File: src/rtl/jit_pkg.sv
package jit_pkg;
  typedef enum logic [2:0] {
    ST_IDLE, ST_T1, ST_T2, ST_GAP, ST_SETEND, ST_LONG, ST_DONE
  } jit_state_e;

  localparam logic [15:0] LFSR_SEED = 16'hACE1;
  localparam logic [15:0] LFSR_TAPS = 16'hB400;
endpackage

File: src/rtl/jit_edge_sync.sv
module jit_edge_sync #(
  parameter int STAGES = 2
) (
  input  logic clk_i,
  input  logic rst_ni,
  input  logic async_i,
  output logic rise_o
);
  // STAGES synchronizer flops plus one history flop
  logic [STAGES:0] sh_q;

  always_ff @(posedge clk_i or negedge rst_ni) begin
    if (!rst_ni) sh_q <= '0;
    else         sh_q <= {sh_q[STAGES-1:0], async_i};
  end

  assign rise_o = sh_q[STAGES-1] & ~sh_q[STAGES];
endmodule

File: src/rtl/jit_period_cnt.sv
module jit_period_cnt #(
  parameter int W = 16
) (
  input  logic         clk_i,
  input  logic         rst_ni,
  input  logic         clear_i,
  input  logic         edge_i,
  output logic [W-1:0] period_o,
  output logic         vld_o,
  output logic         ovf_o
);
  localparam logic [W-1:0] MAXV = {W{1'b1}};

  logic [W-1:0] cnt_q;
  logic         armed_q;
  logic         ovf_q;
  logic         sat;

  assign sat      = (cnt_q == MAXV);
  assign period_o = sat ? MAXV : cnt_q + W'(1);
  assign vld_o    = edge_i & armed_q & ~clear_i;
  assign ovf_o    = ovf_q;

  always_ff @(posedge clk_i or negedge rst_ni) begin
    if (!rst_ni) begin
      cnt_q   <= '0;
      armed_q <= 1'b0;
      ovf_q   <= 1'b0;
    end else if (clear_i) begin
      cnt_q   <= '0;
      armed_q <= 1'b0;
      ovf_q   <= 1'b0;
    end else if (edge_i) begin
      cnt_q   <= '0;
      armed_q <= 1'b1;
      if (armed_q && sat) ovf_q <= 1'b1;
    end else if (!sat) begin
      cnt_q <= cnt_q + W'(1);
    end
  end
endmodule

File: src/rtl/jit_lfsr.sv
module jit_lfsr import jit_pkg::*; #(
  parameter int OUT_W = 8
) (
  input  logic             clk_i,
  input  logic             rst_ni,
  input  logic             load_i,
  input  logic             step_i,
  output logic [OUT_W-1:0] rnd_o
);
  logic [15:0] s_q;
  logic [15:0] s_nx;

  assign s_nx  = {1'b0, s_q[15:1]} ^ (s_q[0] ? LFSR_TAPS : 16'h0000);
  assign rnd_o = s_q[OUT_W-1:0];

  always_ff @(posedge clk_i or negedge rst_ni) begin
    if (!rst_ni)     s_q <= LFSR_SEED;
    else if (load_i) s_q <= LFSR_SEED;
    else if (step_i) s_q <= s_nx;
  end
endmodule

File: src/rtl/jit_set_stats.sv
module jit_set_stats #(
  parameter int W     = 16,
  parameter int SUM_W = 32,
  parameter int SQ_W  = 48,
  parameter int N_W   = 10
) (
  input  logic             clk_i,
  input  logic             rst_ni,
  input  logic             clear_i,
  input  logic             push_i,
  input  logic [W-1:0]     diff_i,
  output logic [W-1:0]     peak_o,
  output logic [SUM_W-1:0] sum_o,
  output logic [SQ_W-1:0]  sumsq_o,
  output logic [N_W-1:0]   count_o
);
  logic [2*W-1:0] sq;
  assign sq = {{W{1'b0}}, diff_i} * {{W{1'b0}}, diff_i};

  always_ff @(posedge clk_i or negedge rst_ni) begin
    if (!rst_ni) begin
      peak_o  <= '0;
      sum_o   <= '0;
      sumsq_o <= '0;
      count_o <= '0;
    end else if (clear_i) begin
      peak_o  <= '0;
      sum_o   <= '0;
      sumsq_o <= '0;
      count_o <= '0;
    end else if (push_i) begin
      if (diff_i > peak_o) peak_o <= diff_i;
      sum_o   <= sum_o + SUM_W'(diff_i);
      sumsq_o <= sumsq_o + SQ_W'(sq);
      count_o <= count_o + N_W'(1);
    end
  end
endmodule

File: src/rtl/jit_c2c_engine.sv
module jit_c2c_engine import jit_pkg::*; #(
  parameter  int CNT_W       = 16,
  parameter  int SAMPLES     = 1000,
  parameter  int SETS        = 25,
  parameter  int LT_CYCLES   = 10000,
  parameter  int GAP_W       = 8,
  parameter  int SYNC_STAGES = 2,
  localparam int SUM_W       = 2 * CNT_W,
  localparam int SQ_W        = 3 * CNT_W,
  localparam int SAMP_W      = $clog2(SAMPLES + 1),
  localparam int LT_W        = CNT_W + $clog2(LT_CYCLES + 1)
) (
  input  logic              clk_i,
  input  logic              rst_ni,
  input  logic              clk_ut_i,
  input  logic              start_i,
  input  logic              long_mode_i,
  input  logic [GAP_W-1:0]  gap_mask_i,
  output logic              set_vld_o,
  output logic [CNT_W-1:0]  peak_o,
  output logic [SAMP_W-1:0] count_o,
  output logic [SUM_W-1:0]  sum_o,
  output logic [SQ_W-1:0]   sumsq_o,
  output logic [CNT_W-1:0]  avg_peak_o,
  output logic [LT_W-1:0]   lt_span_o,
  output logic              ovf_o,
  output logic              done_o
);
  localparam int SET_W  = $clog2(SETS + 1);
  localparam int LTC_W  = $clog2(LT_CYCLES + 1);
  localparam int PACC_W = CNT_W + SET_W;

  jit_state_e        st_q;
  logic              rise;
  logic              pvld;
  logic [CNT_W-1:0]  period;
  logic [CNT_W-1:0]  t1_q;
  logic [CNT_W-1:0]  diff;
  logic [SAMP_W-1:0] samp_q;
  logic [SET_W-1:0]  set_q;
  logic [GAP_W-1:0]  skip_q;
  logic [GAP_W-1:0]  rnd;
  logic [GAP_W-1:0]  gap;
  logic [LTC_W-1:0]  ltc_q;
  logic [LT_W-1:0]   span_q;
  logic [PACC_W-1:0] pacc_q;
  logic [PACC_W-1:0] pacc_nx;
  logic              last_samp;
  logic              last_set;
  logic              push;
  logic              stat_clr;
  logic              draw;
  logic [CNT_W-1:0]  run_peak;
  logic [SUM_W-1:0]  run_sum;
  logic [SQ_W-1:0]   run_sq;
  logic [SAMP_W-1:0] run_cnt;

  jit_edge_sync #(.STAGES(SYNC_STAGES)) u_sync (
    .clk_i (clk_i),
    .rst_ni(rst_ni),
    .async_i(clk_ut_i),
    .rise_o(rise)
  );

  jit_period_cnt #(.W(CNT_W)) u_per (
    .clk_i   (clk_i),
    .rst_ni  (rst_ni),
    .clear_i (start_i),
    .edge_i  (rise),
    .period_o(period),
    .vld_o   (pvld),
    .ovf_o   (ovf_o)
  );

  assign diff      = (t1_q >= period) ? (t1_q - period) : (period - t1_q);
  assign last_samp = (samp_q == SAMP_W'(SAMPLES - 1));
  assign last_set  = (set_q == SET_W'(SETS - 1));
  assign push      = (st_q == ST_T2) && pvld;
  assign stat_clr  = start_i || (st_q == ST_SETEND);
  assign draw      = !start_i && ((push && !last_samp) || ((st_q == ST_SETEND) && !last_set));
  assign gap       = rnd & gap_mask_i;
  assign pacc_nx   = pacc_q + PACC_W'(run_peak);

  jit_lfsr #(.OUT_W(GAP_W)) u_lfsr (
    .clk_i (clk_i),
    .rst_ni(rst_ni),
    .load_i(start_i),
    .step_i(draw),
    .rnd_o (rnd)
  );

  jit_set_stats #(.W(CNT_W), .SUM_W(SUM_W), .SQ_W(SQ_W), .N_W(SAMP_W)) u_stats (
    .clk_i  (clk_i),
    .rst_ni (rst_ni),
    .clear_i(stat_clr),
    .push_i (push),
    .diff_i (diff),
    .peak_o (run_peak),
    .sum_o  (run_sum),
    .sumsq_o(run_sq),
    .count_o(run_cnt)
  );

  always_ff @(posedge clk_i or negedge rst_ni) begin
    if (!rst_ni) begin
      st_q       <= ST_IDLE;
      t1_q       <= '0;
      samp_q     <= '0;
      set_q      <= '0;
      skip_q     <= '0;
      ltc_q      <= '0;
      span_q     <= '0;
      pacc_q     <= '0;
      set_vld_o  <= 1'b0;
      peak_o     <= '0;
      count_o    <= '0;
      sum_o      <= '0;
      sumsq_o    <= '0;
      avg_peak_o <= '0;
      lt_span_o  <= '0;
      done_o     <= 1'b0;
    end else if (start_i) begin
      st_q       <= long_mode_i ? ST_LONG : ST_T1;
      samp_q     <= '0;
      set_q      <= '0;
      skip_q     <= '0;
      ltc_q      <= '0;
      span_q     <= '0;
      pacc_q     <= '0;
      set_vld_o  <= 1'b0;
      peak_o     <= '0;
      count_o    <= '0;
      sum_o      <= '0;
      sumsq_o    <= '0;
      avg_peak_o <= '0;
      lt_span_o  <= '0;
      done_o     <= 1'b0;
    end else begin
      set_vld_o <= 1'b0;
      case (st_q)
        ST_T1: if (pvld) begin
          t1_q <= period;
          st_q <= ST_T2;
        end
        ST_T2: if (pvld) begin
          if (last_samp) begin
            st_q <= ST_SETEND;
          end else begin
            samp_q <= samp_q + SAMP_W'(1);
            skip_q <= gap;
            st_q   <= (gap == '0) ? ST_T1 : ST_GAP;
          end
        end
        ST_GAP: if (pvld) begin
          skip_q <= skip_q - GAP_W'(1);
          if (skip_q == GAP_W'(1)) st_q <= ST_T1;
        end
        ST_SETEND: begin
          peak_o    <= run_peak;
          count_o   <= run_cnt;
          sum_o     <= run_sum;
          sumsq_o   <= run_sq;
          set_vld_o <= 1'b1;
          samp_q    <= '0;
          pacc_q    <= pacc_nx;
          if (last_set) begin
            avg_peak_o <= CNT_W'(pacc_nx / PACC_W'(SETS));
            done_o     <= 1'b1;
            st_q       <= ST_DONE;
          end else begin
            set_q  <= set_q + SET_W'(1);
            skip_q <= gap;
            st_q   <= (gap == '0) ? ST_T1 : ST_GAP;
          end
        end
        ST_LONG: if (pvld) begin
          span_q <= span_q + LT_W'(period);
          if (ltc_q == LTC_W'(LT_CYCLES - 1)) begin
            lt_span_o <= span_q + LT_W'(period);
            done_o    <= 1'b1;
            st_q      <= ST_DONE;
          end else begin
            ltc_q <= ltc_q + LTC_W'(1);
          end
        end
        default: ;
      endcase
    end
  end
endmodule

File: config.mk
export PLATFORM = sky130hd
export DESIGN_NAME = jit_c2c_engine
export DESIGN_NICKNAME = d
export VERILOG_FILES = /design/src/rtl/jit_pkg.sv /design/src/rtl/jit_edge_sync.sv /design/src/rtl/jit_period_cnt.sv /design/src/rtl/jit_lfsr.sv /design/src/rtl/jit_set_stats.sv /design/src/rtl/jit_c2c_engine.sv
export SDC_FILE = /design/constraint.sdc
export NUM_CORES = 2
export LEC_CHECK = 0
export BUFFER_PORTS_ARGS = -buffer_cell sky130_fd_sc_hd__buf_2
export CAP_MARGIN = 20
export CELL_PAD_IN_SITES_DETAIL_PLACEMENT = 0
export CELL_PAD_IN_SITES_GLOBAL_PLACEMENT = 1
export CORE_ASPECT_RATIO = 1.4
export CORE_MARGIN = 5
export CORE_UTILIZATION = 45
export CTS_CLUSTER_SIZE = 40
export DETAILED_ROUTE_END_ITERATION = 8
export PLACE_DENSITY = 0.87
export SLEW_MARGIN = 10
export SYNTH_ARGS = -nofsm -noshare
export SYNTH_HDL_FRONTEND = slang
export SYNTH_SLANG_ARGS = --single-unit
File: constraint.sdc
create_clock -name clk_i -period 19.6 [get_ports clk_i]
set_input_delay 4.9 -clock clk_i [delete_from_list [all_inputs] [get_ports clk_i]]
set_output_delay 4.9 -clock clk_i [all_outputs]
set_load 0.005 [all_outputs]
======== Word level (Yosys, flattened, before mapping) ========
Index checks and enable logic that the tools add are counted.
storage, ports and cells
  flip-flop bits (word level) ............. 404
  input bits .............................. 13
  output and inout port bits .............. 155
cells by class
  $add $sub $neg .......................... 12
  multipliers ............................. 1
  div/mod/pow operators ................... 1
  $lt $le $gt $ge ......................... 2
  eq/ne operators ......................... 22
  multiplexer cells ....................... 78
  bitwise operators ....................... 7
  reduce and logical (&&, ||, !) cells .... 37
operators by type and width
  operator                 count
  $mux W16                 16
  $mux W30                 7
  $mux W48                 4
  $mux W32                 4
  $mux W10                 7
  $mux W14                 4
  $add A48 B32 Y48         1
  $mux W21                 2
  $mux W8                  5
  $add A32 B16 Y32         1
  $mul A16 B16 Y32         1
  $sub A16 B16 Y16         2
  $add A30 B16 Y30         1
  $mux W3                  10
  $ne A3 B3 Y1 const B     9
  $pmux W8 S3              1
  $add A21 B16 Y21         1
  $div A21 B5 Y21 const B  1
  $add A10 B1 Y10 const B  2
  $pmux W10 S2             1
  $reduce_bool A2 Y1       10
  $add A16 B1 Y16 const B  1
  $eq A16 B16 Y1 const B   1
  $ge A16 B16 Y1           1
  other kinds (34)         67

======== Longest topological paths before layout ========
  depth in word-level cells ............... 10
  depth in mapped cells ................... 76
  mapped depth without buffers ............ 74

======== By module ========
Synthesis repeated with hierarchy kept, for this count alone.
second synthesis, totals
  cell total of the unflattened synthesis .. 3,986
  area total of the unflattened synthesis .. 34,555.6 sq um
by module, submodules not included
  module          instances  cells an instance  area an instance (sq um)  sequential area each (sq um)
  jit_c2c_engine  1          2,192              18,033.5                  6,531.3
  jit_set_stats   1          1,615              14,590.2                  2,652.5
  jit_period_cnt  1          111                1,056.0                   450.4
  jit_lfsr        1          64                 787.0                     410.4
  jit_edge_sync   1          4                  88.8                      75.1

======== Least setup slack after synthesis ========
No wires, ideal clock.
  path kind ............................... reg2reg
  from .................................... reg u_per.cnt_q[3]
  to ...................................... reg u_stats.sumsq_o[47]
  setup time .............................. 132 ps
  arrival time ............................ 13,535 ps
  required time ........................... 19,468 ps
  slack ................................... 5,934 ps
  stages on the path, launching flop included .. 77
  buffers on the path ..................... 2
  period minus slack after synthesis ...... 13,666 ps
  path through ............................ dfrtp_1 > and3_1 > and3_1 > nand4_1 > nor3_1 > clkbuf_1 > nor2_1 > inv_1 > fa_1 > inv_1 > a21oi_1 > o21bai_1 > inv_1 > o21ai_0 > nor2_1 > o21ai_0 > a21oi_1 > o21bai_1 > (+41 left out) > o21bai_1 > a21oi_1 > o21bai_1 > a21oi_1 > o21bai_1 > a21oi_1 > nor2b_1 > o21ai_0 > nand2b_1 > a21o_1 > a21o_1 > a21oi_1 > nor2_1 > and3_1 > and2_1 > nand4_1 > xor2_1 > nor2_1
between the ends
  longest elaborated chain between the ends .. 8
RTL lines
  what                                                       line                  source
  start, declared                                            jit_period_cnt.sv:14  logic [W-1:0] cnt_q;
  start signal, assigned                                     jit_period_cnt.sv:38  cnt_q <= cnt_q + W'(1);
  $eq A16 B16 Y1 *                                           jit_period_cnt.sv:19  assign sat = (cnt_q == MAXV);
  $mux W16 *                                                 jit_period_cnt.sv:20  assign period_o = sat ? MAXV : cnt_q + W'(1);
  named net period[1]                                        jit_c2c_engine.sv:36  logic [CNT_W-1:0] period;
  $sub A16 B16 Y16 / $ge A16 B16 Y1 (equally long branches)  jit_c2c_engine.sv:75  assign diff = (t1_q >= period) ? (t1_q - period) : (period - t1_q);
  $mux W16 *                                                 jit_c2c_engine.sv:75
  $mul A16 B16 Y32 *                                         jit_set_stats.sv:18   assign sq = {{W{1'b0}}, diff_i} * {{W{1'b0}}, diff_i};
  $add A48 B32 Y48 *                                         jit_set_stats.sv:34   sumsq_o <= sumsq_o + SQ_W'(sq);
  $mux W48 *                                                 jit_set_stats.sv:31   end else if (push_i) begin
  $mux W48 *                                                 jit_set_stats.sv:26   end else if (clear_i) begin
  end signal, assigned                                       jit_set_stats.sv:34
  end, declared                                              jit_set_stats.sv:14   output logic [SQ_W-1:0] sumsq_o,
Mark *: on every way through the listed nets, which the timed path passes. The rest lies on a longest branch. The select of a mux whose other input is x is not followed.
A chain may end at the register's enable or synchronous reset.

======== Worst setup path in the final report ========
  from .................................... reg u_per.cnt_q[3]
  to ...................................... reg u_stats.sumsq_o[45]
The elaborated chain is that of the path after synthesis.

==> results.yml <==
outcome:
  status: "finished, final reports clean"
critical_path:
  timing.rr.end: "u_stats.sumsq_o[45]"
  critPathMaxFanout: 27
  critPathMaxStageDelay_ps: 560
  crit_path_frequent_cell: "a21oi_1"
  path_class: "register to register"
  cpMaxStageDelayCell: "fa_1"
  cp.required_ps: 20040
  end_kind: "register"
  rr_startpoint: "u_per.cnt_q[3]"
  cp-start-kind: "register"
  startpoint: "u_per.cnt_q[3]"
  r2r_setup_slack_ps: 3980
  arrival_ps: 16060
  reg2reg_depth: 76
grt:
  met3_usage: 0.0295
  grt_start_max_net_pins: 169
  grtUsageMet1: 0.275
  grt_use_met2: 0.384
  grt_first_pass_wirelength_mm: 139
  busiest_layer: "met2"
  grt_overflow: 0
  antenna_found_initial: 0
  grtUsageTotal: 0.218
  grt_pass1_vias: 26344
floorplan:
  boundaryPins: 168
  die_h_um: 327
  die_x_um: 236
  placementRows: 116
  start_util: 0.452
  core_um2: 71300
  die_area_um2: 77100
cells_and_area:
  final_nets: 4203
  n_antenna_cell: 0
  area_growth_pct: 10.2
  final_util: 0.498
  drive_gt1_frac: 0.107
timing:
  max-slew-margin-rel: 0.270
  setup_viol: 0
  setup_tns_ps: 0
  drv_slew: 0
  rsz0062_at_grt: "false"
  fin_crit_sh: 0.797
  hold_viol: 0
  worst_pin_slew_ps: 1100
  hold_slack_ps: 382
  fmax_mhz: 64.0
  finalCriticalPeriod_ps: 15620
  skew_ps: 22.5
  setup_slack_ps: 3980
synth:
  synth_xor_area_frac: 0.0564
  synthTopCellsByCount: "nand2_1, dfrtp_1, inv_1"
  synth_adder_area_share: 0.206
  syn-cell-area_um2: 32200
  ys_warn_count: 0
  synth_cell_types: 120
  synth-simple-area-share: 0.173
  yosysSeqAreaShare: 0.314
  synth_area_leaders: "dfrtp_1, fa_1, ha_1"
  synth_top_family_by_area: "adder cells"
  async_flop_share: 1.00
  yosysMostFrequentCell: "nand2_1"
  netlist_instances: 3679
  syn_nets: 4102
  synth-edff-count: 0
  synth_top_area_frac: 0.308
  post-synth-top-area-cell: "dfrtp_1"
  syn_avg_cell_area_um2: 8.75
  synth-compound-area-share: 0.171
  synth-seq-cells: 404
  synthMuxAreaShare: 0.0138
  ys.flop_type: "dfrtp_1"
place:
  pre_cts_slack_ps: 4150
  io_buffers: 167
  dp_hpwl_mm: 63.3
  place_congestion: 0.906
routing:
  vias: 25873
  wl_per_cell_um: 17.8
  drtIter0Drc: 1367
  vias_per_cell: 5.44
  ant_nets: 0
  routed_wl_mm: 84.5
  drc: 0
  firstDrtPassIters: 5
hold_path:
  min_path_cells: 0
  worstHoldEndpoint: "u_sync.sh_q[2]"
  min_from: "u_sync.sh_q[1]"
  hold_class: "register to register"
cts:
  cts_root_buffer: "clkbuf_16"
  cts.sink_count: 404
  holdBufCountCts: 0
  numCtsBuffers: 45
  clk_latency_ps: 610
  clk_pin_slew_worst_paths_ps: 60
  clockBufferDepth: 3
  tritoncts: "yes"
  postCtsSetupBuffers: 0
  htree_num_levels: 2
  ctsResizeCount: 0
run:
  maxCapViolCount: 0
worst max-delay path by stage:
stage / to / cells after the start / slack, ps
after floorplan: u_stats.sumsq_o[47] / 76 / 5930
after global placement: u_stats.sumsq_o[47] / 76 / 4380
after detailed placement: u_stats.sumsq_o[45] / 76 / 4150
after CTS: u_stats.sumsq_o[43] / 76 / 4020
after global routing: u_stats.sumsq_o[47] / 76 / 2590
final: u_stats.sumsq_o[45] / 76 / 3980
logic make-up (layout without fill, tap and decap cells):
family / after synthesis / in the layout
AOI/OAI and AO/OA: 840 / 840
adders and majority gates: 411 / 411
muxes: 40 / 40
and+or+nand+nor: 1234 / 1234
DFF: 404 / 404
buffers and inverters: 547 / 681
xor gates and xnor gates: 203 / 203
state kept, by name, indices dropped and copies added, names as in the netlist, 14 cells and up:
signal           flops
u_stats.sumsq_o     48
sumsq_o             48
u_lfsr.s_q          16
peak_o              16
t1_q                16
sum_o               32
u_per.cnt_q         16
avg_peak_o          16
lt_span_o           30
u_stats.sum_o       32
u_stats.peak_o      16
span_q              30
ltc_q               14
pacc_q              21
cell type report:
cell class	count	area, um^2
clock buffer	60	1270
timing repair buffer	209	1190
multi-input combinational	2728	20100
tap	944	1180
sequential	404	10100
fill	6777	35800
clock inverter	20	204
inverter	392	1470
through the flow:
stage / area (um^2) / std cells
floorplan: 32200 / 3679
global placement: 34000 / 4673
detailed placement: 34000 / 4673
CTS: 35500 / 4753
global route: 35500 / 4757
finish: 35500 / 4757
placed cells by master (no fill, tap or decap), types with 21 or more instances in the layout:
cell type and n:
o21ai_0 196, a21o_1 37, o21bai_1 50, inv_1 386, ha_1 210, buf_4 40
nor3_1 52, nor2_1 321, nand2_1 496, nand2b_1 35, nor2b_1 26, a21oi_1 288
buf_2 165, a211oi_1 30, xnor2_1 111, nand3_1 138, a22o_1 21, and3_1 23
mux2i_1 23, clkbuf_16 45, dfrtp_1 396, fa_1 200, nand4_1 35, or3_1 29
xor2_1 85
worst max-delay path, delay by kind of cell, from the launching register on:
kind                     cells  cell delay (ps)
XOR/XNOR                     2              300
flip-flops                   1              410
AND/OR/NAND/NOR             14             2460
buffers and inverters       12             1440
multiplexers                 1              380
AO/OA/AOI/OAI               39             6560
adder cells (fa/ha/maj)      8             3910
layer usage:
| metal | part of all wire | up-vias |
|---|---|---|
| li1 | - | 12602 |
| met1 | 0.42 | 12597 |
| met2 | 0.50 | 517 |
| met3 | 0.042 | 157 |
| met4 | 0.038 | 0 |
| met5 | 0 | - |
Power is left out: the tool's default activity adds up to more than one toggle a clock period on the data nets, which glitch-free logic cannot reach.
